## config.mk

```make
export PLATFORM = sky130hd
export DESIGN_NAME = llsc_unit
export DESIGN_NICKNAME = d
export VERILOG_FILES = /design/src/rtl/llsc_pkg.sv /design/src/rtl/llsc_decode.sv /design/src/rtl/llsc_link.sv /design/src/rtl/llsc_ctrl.sv /design/src/rtl/llsc_unit.sv
export SDC_FILE = /design/constraint.sdc
export NUM_CORES = 1
export LEC_CHECK = 0
export BUFFER_PORTS_ARGS = -buffer_cell sky130_fd_sc_hd__buf_2
export CAP_MARGIN = 20
export CORE_ASPECT_RATIO = 1.4
export CORE_MARGIN = 2
export CORE_UTILIZATION = 45
export DETAILED_ROUTE_END_ITERATION = 10
export GPL_ROUTABILITY_DRIVEN = 0
export GPL_TIMING_DRIVEN = 0
export PLACE_DENSITY = 0.9
export SETUP_SLACK_MARGIN = 0.05
export SLEW_MARGIN = 30
export SYNTH_ARGS = -nofsm -noshare
export SYNTH_HDL_FRONTEND = slang
export SYNTH_SLANG_ARGS = --single-unit
export TNS_END_PERCENT = 50
```

## constraint.sdc

```tcl
create_clock -name clk -period 2.4 [get_ports clk]
set_input_delay 0.48 -clock clk [delete_from_list [all_inputs] [get_ports clk]]
set_output_delay 0.48 -clock clk [all_outputs]
set_load 0.03 [all_outputs]
```

## src/rtl/llsc_pkg.sv

```systemverilog
package llsc_pkg;

    localparam int OPW      = 16;
    localparam int RIDX     = 4;
    localparam logic [7:0] LL_LOW = 8'h63;
    localparam logic [7:0] SC_LOW = 8'h73;

    typedef enum logic [1:0] {
        ST_IDLE  = 2'd0,
        ST_READ  = 2'd1,
        ST_WRITE = 2'd2
    } state_e;

    typedef struct packed {
        logic            hit;
        logic            is_ll;
        logic            is_sc;
        logic [RIDX-1:0] areg;
    } dec_t;

    function automatic dec_t decode_op(input logic [OPW-1:0] op);
        dec_t d;
        d.is_ll = (op[15:12] == 4'h0) && (op[7:0] == LL_LOW);
        d.is_sc = (op[15:12] == 4'h0) && (op[7:0] == SC_LOW);
        d.hit   = d.is_ll | d.is_sc;
        d.areg  = op[11:8];
        return d;
    endfunction

endpackage

```

## src/rtl/llsc_decode.sv

```systemverilog
module llsc_decode
    import llsc_pkg::*;
(
    input  logic [OPW-1:0] opcode,
    output dec_t           dec
);
    always_comb begin
        dec = decode_op(opcode);
    end
endmodule

```

## src/rtl/llsc_link.sv

```systemverilog
module llsc_link (
    input  logic clk,
    input  logic rst,
    input  logic ll_begin,
    input  logic ll_fill,
    input  logic sc_begin,
    input  logic fault,
    input  logic irq_take,
    input  logic exc_take,
    output logic link
);
    logic clear_now;
    assign clear_now = ll_begin | sc_begin | fault | irq_take | exc_take;

    always_ff @(posedge clk) begin
        if (rst)            link <= 1'b0;
        else if (clear_now) link <= 1'b0;
        else if (ll_fill)   link <= 1'b1;
    end

    // any interrupt or exception leaves the link disarmed
    p_event_clears_r7: assert property (@(posedge clk) disable iff (rst)
        (irq_take || exc_take) |=> !link);
    // a store-conditional always disarms the link
    p_sc_clears_r6: assert property (@(posedge clk) disable iff (rst)
        sc_begin |=> !link);
    // a completed load arms the link when no event intervenes
    p_fill_arms_r3: assert property (@(posedge clk) disable iff (rst)
        (ll_fill && !irq_take && !exc_take && !sc_begin && !fault) |=> link);
endmodule

```

## src/rtl/llsc_ctrl.sv

```systemverilog
module llsc_ctrl
    import llsc_pkg::*;
#(
    parameter int XLEN = 32
) (
    input  logic            clk,
    input  logic            rst,
    input  logic            feat_en,
    input  logic            start,
    input  dec_t            dec,
    input  logic            link,
    input  logic [XLEN-1:0] rf_rdata,
    input  logic [XLEN-1:0] r0_rdata,
    input  logic [XLEN-1:0] sr_rdata,
    input  logic            mem_valid,
    input  logic [XLEN-1:0] mem_rdata,
    output logic            r0_we,
    output logic [XLEN-1:0] r0_wdata,
    output logic            sr_we,
    output logic [XLEN-1:0] sr_wdata,
    output logic            mem_req,
    output logic            mem_we,
    output logic [XLEN-1:0] mem_addr,
    output logic [XLEN-1:0] mem_wdata,
    output logic            done,
    output logic            illegal,
    output logic            addr_err,
    output logic            ll_begin,
    output logic            ll_fill,
    output logic            sc_begin,
    output logic            fault
);
    localparam int ALIGN_BITS = 2;

    state_e state;
    logic   accept, allowed, misaligned;

    assign accept     = (state == ST_IDLE) && start && dec.hit;
    assign allowed    = accept && feat_en;
    assign misaligned = |rf_rdata[ALIGN_BITS-1:0];

    assign ll_begin = allowed && !misaligned && dec.is_ll;
    assign sc_begin = allowed && !misaligned && dec.is_sc;
    assign fault    = allowed && misaligned;
    assign ll_fill  = (state == ST_READ) && mem_valid;

    assign mem_req = (state != ST_IDLE);
    assign mem_we  = (state == ST_WRITE);

    always_ff @(posedge clk) begin
        if (rst) begin
            state     <= ST_IDLE;
            r0_we     <= 1'b0;
            r0_wdata  <= '0;
            sr_we     <= 1'b0;
            sr_wdata  <= '0;
            mem_addr  <= '0;
            mem_wdata <= '0;
            done      <= 1'b0;
            illegal   <= 1'b0;
            addr_err  <= 1'b0;
        end else begin
            r0_we    <= 1'b0;
            sr_we    <= 1'b0;
            done     <= 1'b0;
            illegal  <= 1'b0;
            addr_err <= 1'b0;
            unique case (state)
                ST_IDLE: begin
                    if (accept && !feat_en) begin
                        illegal <= 1'b1;
                    end else if (fault) begin
                        addr_err <= 1'b1;
                    end else if (ll_begin) begin
                        state    <= ST_READ;
                        mem_addr <= rf_rdata;
                    end else if (sc_begin) begin
                        sr_we    <= 1'b1;
                        sr_wdata <= {sr_rdata[XLEN-1:1], link};
                        if (link) begin
                            state     <= ST_WRITE;
                            mem_addr  <= rf_rdata;
                            mem_wdata <= r0_rdata;
                        end else begin
                            done <= 1'b1;
                        end
                    end
                end
                ST_READ: begin
                    if (mem_valid) begin
                        r0_we    <= 1'b1;
                        r0_wdata <= mem_rdata;
                        done     <= 1'b1;
                        state    <= ST_IDLE;
                    end
                end
                ST_WRITE: begin
                    if (mem_valid) begin
                        done  <= 1'b1;
                        state <= ST_IDLE;
                    end
                end
                default: state <= ST_IDLE;
            endcase
        end
    end

    // T reports the link as it stood at issue
    p_t_from_link_r4: assert property (@(posedge clk) disable iff (rst)
        sr_we |-> (sr_wdata[0] == $past(link)));
    // upper status bits pass through
    p_sr_upper_kept_r4: assert property (@(posedge clk) disable iff (rst)
        sr_we |-> (sr_wdata[XLEN-1:1] == $past(sr_rdata[XLEN-1:1])));
    // unlinked store-conditional issues no request
    p_no_store_unlinked_r5: assert property (@(posedge clk) disable iff (rst)
        (sc_begin && !link) |=> (!mem_req && done));
    // pending request holds steady
    p_req_hold_r11: assert property (@(posedge clk) disable iff (rst)
        (mem_req && !mem_valid) |=> (mem_req && $stable(mem_addr) && $stable(mem_we) && $stable(mem_wdata)));
    // done lasts one cycle
    p_done_single_r11: assert property (@(posedge clk) disable iff (rst)
        done |=> !done);
    // illegal has no side effects
    p_illegal_quiet_r8: assert property (@(posedge clk) disable iff (rst)
        illegal |-> (!mem_req && !sr_we && !r0_we && !done));
    // misaligned access has no side effects
    p_aerr_quiet_r9: assert property (@(posedge clk) disable iff (rst)
        addr_err |-> (!mem_req && !sr_we && !r0_we && !done));
endmodule

```

## src/rtl/llsc_unit.sv

```systemverilog
module llsc_unit
    import llsc_pkg::*;
#(
    parameter int XLEN = 32
) (
    input  logic            clk,
    input  logic            rst,
    input  logic            feat_en,
    input  logic            start,
    input  logic [15:0]     opcode,
    input  logic            irq_take,
    input  logic            exc_take,
    output logic [3:0]      rf_raddr,
    input  logic [XLEN-1:0] rf_rdata,
    input  logic [XLEN-1:0] r0_rdata,
    output logic            r0_we,
    output logic [XLEN-1:0] r0_wdata,
    input  logic [XLEN-1:0] sr_rdata,
    output logic            sr_we,
    output logic [XLEN-1:0] sr_wdata,
    output logic            mem_req,
    output logic            mem_we,
    output logic [XLEN-1:0] mem_addr,
    output logic [XLEN-1:0] mem_wdata,
    input  logic            mem_valid,
    input  logic [XLEN-1:0] mem_rdata,
    output logic            done,
    output logic            illegal,
    output logic            addr_err
);
    dec_t dec;
    logic link, ll_begin, ll_fill, sc_begin, fault;

    llsc_decode u_dec (
        .opcode (opcode),
        .dec    (dec)
    );

    assign rf_raddr = dec.areg;

    llsc_ctrl #(.XLEN(XLEN)) u_ctrl (
        .clk       (clk),
        .rst       (rst),
        .feat_en   (feat_en),
        .start     (start),
        .dec       (dec),
        .link      (link),
        .rf_rdata  (rf_rdata),
        .r0_rdata  (r0_rdata),
        .sr_rdata  (sr_rdata),
        .mem_valid (mem_valid),
        .mem_rdata (mem_rdata),
        .r0_we     (r0_we),
        .r0_wdata  (r0_wdata),
        .sr_we     (sr_we),
        .sr_wdata  (sr_wdata),
        .mem_req   (mem_req),
        .mem_we    (mem_we),
        .mem_addr  (mem_addr),
        .mem_wdata (mem_wdata),
        .done      (done),
        .illegal   (illegal),
        .addr_err  (addr_err),
        .ll_begin  (ll_begin),
        .ll_fill   (ll_fill),
        .sc_begin  (sc_begin),
        .fault     (fault)
    );

    llsc_link u_link (
        .clk      (clk),
        .rst      (rst),
        .ll_begin (ll_begin),
        .ll_fill  (ll_fill),
        .sc_begin (sc_begin),
        .fault    (fault),
        .irq_take (irq_take),
        .exc_take (exc_take),
        .link     (link)
    );

    // quiet after reset
    p_reset_quiet_r12: assert property (@(posedge clk)
        $past(rst) |-> (!mem_req && !done && !sr_we && !r0_we && !illegal && !addr_err));
endmodule

```

==> impl_metrics.json, run 1 <==
{
  "outcome": "completed",
  "critPathMaxFanout": 10,
  "postSynthCellCount": 630,
  "critical_path_class": "reg -> reg",
  "grt.overflow.total": 0,
  "synth_cell_types": 34,
  "drcViolationCount": 0,
  "grt_pass1_wl_microns": 28100,
  "clkTransAtPathRegs_ns": 0.06,
  "num_vias": 5922,
  "root_buffer": "clkbuf_16",
  "area_delta_synth_final_pct": 41.3,
  "worst_pin_slew_ns": 0.729,
  "fin_crit_ns": 2.15,
  "ys_seq_elements": 136,
  "wire_per_inst_microns": 16.6,
  "initial_core_util": 0.461,
  "synth.largest_area_cell": "dfxtp_1",
  "ys_seq_area_frac": 0.502,
  "ir_worst_vdd_uv": 472,
  "whs_ns": 0.313,
  "final_max_slew_viol_count": 0,
  "avgSynthCellArea_sq_um": 8.60,
  "setup_viol_count_final": 0,
  "dieArea_sq_um": 12900,
  "required_ns": 2.72,
  "rows": 47,
  "endpoint_kind": "flop",
  "core_area_sq_um": 11800,
  "hp-start": "mem_rdata[14]",
  "synth_warnings": 0,
  "drtAntennaViolNets": 0,
  "yosys-top-cells-area": "dfxtp_1 50%, a21oi_1 9.0%, nand2_1 8.9%",
  "tns_ns": 0,
  "detailed_place_hpwl_microns": 13500,
  "multi_input_area_sq_um": 2340,
  "die_x_microns": 96.7,
  "yosys.area.top_type_share": 0.502,
  "io_buffers": 282,
  "syn_area_sq_um": 5420,
  "num-fill-cells": 1029,
  "htree_levels": 4,
  "wirelength_microns": 18100,
  "clk_path_buf_depth": 2,
  "n_antenna_cell": 0,
  "hold_class": "in -> reg",
  "arrival_ns": 2.47,
  "r2r_slack_ns": 0.25,
  "die_y_microns": 134,
  "fin_skew_ns": 0.0113,
  "synthesis.nets": 785,
  "fin_crit_sh": 0.894,
  "regArea_sq_um": 2720,
  "powerDensity_nw_per_um2": 694,
  "drive_above_1_share": 0.356,
  "finalHoldViolCount": 0,
  "dr.pass1.iters": 5,
  "clock_sink_count": 136,
  "grt_usage": 0.268,
  "power_leakage_nw": 3.35,
  "grt_max_degree": 17,
  "antenna_found_initial": 0,
  "fin_nets": 1087,
  "drv_cap": 0,
  "r2r-start": "u_ctrl.state[0]",
  "tritoncts": "yes",
  "holdPathEnd": "u_ctrl.r0_wdata[14]",
  "rr_worst_depth": 9,
  "rsz0062_at_grt": "no",
  "cts_buffers": 17,
  "ctsResizeCount": 0,
  "holdPathStages": 3,
  "max_slew_margin": 0.514,
  "regToRegEndpoint": "u_ctrl.mem_addr[18]",
  "drt_iter0_drc": 256,
  "max_freq_mhz": 466,
  "grt_pass1_vias": 5773,
  "critical_path.startpoint_type": "flop",
  "insertion_delay_ns": 0.40,
  "io_pins": 290,
  "viasPerCell": 5.43
}
## cells by family (layout without fill, tap and decap cells)
kind of cell    Yosys count  after routing  synth area share
compound gates          168            168             0.175
fa+ha+maj                 4              4           0.00924
buf+inv                  77            390            0.0663
flops                   136            136             0.502
mux                      30             30            0.0554
simple gates            215            215             0.192
## cell usage after synthesis
| library cell | n |
|---|---|
| nor4b_1 | 1 |
| nand4b_1 | 2 |
| and2_1 | 2 |
| o32ai_1 | 1 |
| nor3b_1 | 3 |
| o31ai_1 | 32 |
| mux2i_1 | 30 |
| and4b_1 | 1 |
| nand2_1 | 128 |
| clkbuf_1 | 43 |
| nor4b_2 | 1 |
| clkinv_1 | 1 |
| and4_1 | 2 |
| ha_1 | 4 |
| dfxtp_1 | 136 |
| inv_1 | 3 |
| nor4_1 | 2 |
| and2_0 | 1 |
| buf_1 | 8 |
| nand4_1 | 64 |
| nor2b_1 | 1 |
| nor3_1 | 4 |
| o21ai_0 | 33 |
| inv_2 | 1 |
| buf_6 | 3 |
| o311ai_0 | 1 |
| o211a_1 | 1 |
| a221oi_1 | 1 |
| buf_4 | 10 |
| buf_2 | 8 |
| a21oi_1 | 97 |
| nor2_1 | 3 |
| a32o_1 | 1 |
| o2111ai_1 | 1 |
## routing by layer
layer,vias up,global-route usage,part of all wire
li1,2848,-,-
met2,303,0.471,0.51
met3,55,0.0730,0.071
met5,-,0,0
met4,0,0.124,0.037
met1,2716,0.300,0.38
## worst max-delay path, stage by stage, from the launching register on
cell and delay [ns]:
dfxtp_1 0.34, inv_1 0.10, ha_1 0.30, and4b_1 0.24, and4_1 0.19, buf_2 0.18, o211a_1 0.16, buf_4 0.16
buf_6 0.18, mux2i_1 0.21
## layout by cell type, fill, tap and decap left out, drive strengths merged, types with 2 or more instances in the layout
cell / instances
ha: 4
clkinvlp: 3
nand2: 128
nor3: 4
o31ai: 32
o21ai: 33
nor2: 3
a21oi: 97
and2: 3
and4: 2
clkinv: 3
nor3b: 3
inv: 5
nand4: 64
clkbuf: 63
bufinv: 4
nor4b: 2
mux2i: 30
buf: 312
dfxtp: 136
nand4b: 2
nor4: 2
## sequential cells by signal, indices dropped and copies added, names as in the netlist
register	count
u_ctrl.mem_addr	32
u_ctrl.mem_wdata	32
u_ctrl.r0_wdata	32
u_ctrl.sr_wdata	32
u_ctrl.state	2
u_ctrl.addr_err	1
u_ctrl.done	1
u_ctrl.illegal	1
u_ctrl.r0_we	1
u_ctrl.sr_we	1
u_link.link	1
## how the worst max path moves through the flow
stage / startpoint / end / slack, ns / cells past startpoint
after floorplan: u_ctrl.state[0] / u_ctrl.state[1] / 0.64 / 7
after global placement: rst / u_ctrl.mem_wdata[21] / 0.15 / 4
after detailed placement: rst / u_ctrl.r0_wdata[29] / 0.11 / 4
after CTS: u_ctrl.state[0] / u_ctrl.state[1] / 0.12 / 7
after global routing: u_ctrl.state[0] / u_ctrl.mem_wdata[18] / 0.07 / 9
final: u_ctrl.state[0] / u_ctrl.mem_addr[18] / 0.25 / 9
## per-stage QoR
step	power [mW]	setup slack (ns)	area [sq um]	util	instances
2_1_floorplan	2.41	0.643	5420	-	630
5_1_grt	5.47	0.0658	7660	0.651	1090
3_5_place_dp	2.57	0.107	7010	0.596	1059
6_report	5.32	0.253	7660	0.651	1090
4_1_cts	5.34	0.124	7650	0.650	1089
3_3_place_gp	2.57	0.146	7010	0.596	1059
## where the power goes
group	leakage [nW]	internal, mW	switching [mW]	total, mW
Sequential	1.09	2.26	0.0000122	2.26
Clock	0.301	1.82	0.975	2.79
Combinational	1.96	0.112	0.153	0.265
## timing repair
action                                  4_1_cts  5_1_grt
hold buffers                                  0        0
setup buffers                                 0        1
endpoints found under the setup margin        0        9
## area by class of cell
class / instances / share of cell area
multi-input combinational: 417 / 0.305
timing repair buffer: 283 / 0.185
clock buffer: 20 / 0.0609
buffer: 72 / 0.0444
tap: 147 / 0.0240
clock inverter: 10 / 0.0221
sequential: 136 / 0.356
inverter: 5 / 0.00245
Note: power is estimated with default switching activity, not from simulation.
==> run 2, diff against run 1 <==
- CORE_UTILIZATION: 45 -> 34
- HOLD_SLACK_MARGIN: default -> 0.08
- PLACE_DENSITY: 0.9 -> 0.73
==> run 2 against run 1 <==
  * Non-clock buffer count stayed put
  * Count of clock-buffer cells in the layout is 2 higher
  * Combinational power hardly changed
  * Hold slack worse by 0.0014 ns
  * First-iteration DRC count is 18% higher
  * Clock skew is 0.0017 ns lower
  * Total power is 4.3% lower
  * Cell count is 4.6% higher
  * Final area is 0.13% higher
  * Routed wire length is 2.7% higher
  * Global-route usage is 5.6 points lower
  * Utilization is 16 points lower
  * Critical path type unchanged
  * Largest power group unchanged
==> impl_metrics.json, run 2 (synthesized netlist as in run 1, its figures left out) <==
{
  "outcome": "completed",
  "critical_path.startpoint_type": "flop",
  "multi_input_area_sq_um": 2340,
  "viasPerCell": 5.10,
  "rr_worst_depth": 9,
  "grt_max_degree": 17,
  "final_max_slew_viol_count": 0,
  "num_vias": 5819,
  "final_cells": 1140,
  "grt_usage": 0.212,
  "place_area_sq_um": 7080,
  "regArea_sq_um": 2720,
  "fin_nets": 1087,
  "path_cells": "inv_1 > ha_1 > and4b_1 > and4_1 > buf_2 > o211a_1 > buf_4 > buf_6 > mux2i_1",
  "rows": 54,
  "wire_per_inst_microns": 16.3,
  "regToRegEndpoint": "u_ctrl.mem_addr[14]",
  "endpoint_kind": "flop",
  "layout_common_cells": "290 x buf_2, 136 x dfxtp_1, 128 x nand2_1",
  "clk_path_buf_depth": 2,
  "final_common_cell": "buf_2",
  "powerDensity_nw_per_um2": 663,
  "max_freq_mhz": 464,
  "dr.pass1.iters": 5,
  "tns_ns": 0,
  "area_delta_synth_final_pct": 41.5,
  "required_ns": 2.73,
  "r2r_slack_ns": 0.24,
  "holdPathStages": 3,
  "grt_pass1_vias": 5699,
  "r2r-start": "u_ctrl.state[0]",
  "detailed_place_hpwl_microns": 13700,
  "rsz0062_at_grt": "yes",
  "holdPathEnd": "u_ctrl.r0_wdata[22]",
  "fin_crit_ns": 2.16,
  "cts_buffers": 17,
  "root_buffer": "clkbuf_16",
  "hp-start": "mem_rdata[22]",
  "htree_levels": 4,
  "max_slew_margin": 0.495,
  "die_y_microns": 153,
  "initial_core_util": 0.347,
  "worstSetupStartpoint": "u_ctrl.state[0]",
  "insertion_delay_ns": 0.41,
  "critPathMaxFanout": 10,
  "grt_pass1_wl_microns": 29100,
  "slowest_stage": "dfxtp_1",
  "final_area_sq_um": 7670,
  "dieArea_sq_um": 17000,
  "antenna_found_initial": 2,
  "num-fill-cells": 1558,
  "dp_slack_ns": -0.00107,
  "hold_class": "in -> reg",
  "setup_ws_ns": 0.243,
  "io_buffers": 282,
  "n_antenna_cell": 0,
  "worst_pin_slew_ns": 0.758,
  "io_pins": 290,
  "drv_cap": 0,
  "wirelength_microns": 18600,
  "die_x_microns": 111,
  "critical_path_class": "reg -> reg",
  "finalHoldViolCount": 0,
  "drive_above_1_share": 0.357,
  "final_util": 0.491,
  "ir_worst_vdd_uv": 416,
  "grt.overflow.total": 0,
  "arrival_ns": 2.49,
  "fin_crit_sh": 0.899,
  "power_leakage_nw": 3.33,
  "dp.cells": 1108,
  "drtAntennaViolNets": 0,
  "drcViolationCount": 0,
  "tritoncts": "yes",
  "p_total_mw": 5.09,
  "critPathMaxStageDelay_ns": 0.34,
  "setup_viol_count_final": 0,
  "clkTransAtPathRegs_ns": 0.06,
  "drt_iter0_drc": 302,
  "fin_skew_ns": 0.00964,
  "core_area_sq_um": 15600,
  "clock_sink_count": 136,
  "whs_ns": 0.312
}
## run 2: changes by cell type in the layout (fill, tap and decap cells not counted)
cell / delta
clkinv_2: +2
inv_6: +1
bufinv_16: -3
clkinvlp_4: -1
clkbuf_8: +2
## run 2: worst max-delay path, delay by kind of cell, from the launching register on
kind	cells	cell delay [ns]
and+or+nand+nor	2	0.43
buffers and inverters	4	0.64
adders and majority gates	1	0.29
muxes	1	0.21
AOI/OAI and AO/OA	1	0.16
DFF	1	0.34
## run 2: power by group
part	leakage (nW)	total [mW]	internal, mW	switching (mW)
Combinational	1.96	0.266	0.112	0.154
Clock	0.285	2.56	1.57	0.996
Sequential	1.09	2.26	2.26	0.0000123
## run 2: routing by layer
metal | share of wire | vias to the layer above | track usage
li1 | - | 2849 | -
met1 | 0.39 | 2686 | 0.240
met2 | 0.51 | 237 | 0.375
met3 | 0.067 | 43 | 0.0595
met4 | 0.029 | 4 | 0.0827
met5 | 0.0011 | - | 0
## run 2: worst max-delay path by stage
stage / endpoint
2_1_floorplan: u_ctrl.state[1]
3_3_place_gp: u_ctrl.mem_wdata[19]
3_5_place_dp: u_ctrl.sr_wdata[1]
4_1_cts: u_ctrl.sr_wdata[0]
5_1_grt: u_ctrl.mem_addr[8]
6_report: u_ctrl.mem_addr[14]
## run 2: area by class of cell
class	count	area share
clock inverter	9	0.0117
sequential	136	0.355
tap	196	0.0320
buffer	72	0.0444
clock buffer	22	0.0645
inverter	5	0.00245
timing repair buffer	283	0.185
multi-input combinational	417	0.305
## run 2: what timing repair did
item,4_1_cts,5_1_grt
setup endpoints to repair,0,39
hold buffers,0,0
resized for setup,0,0
setup buffers,0,1
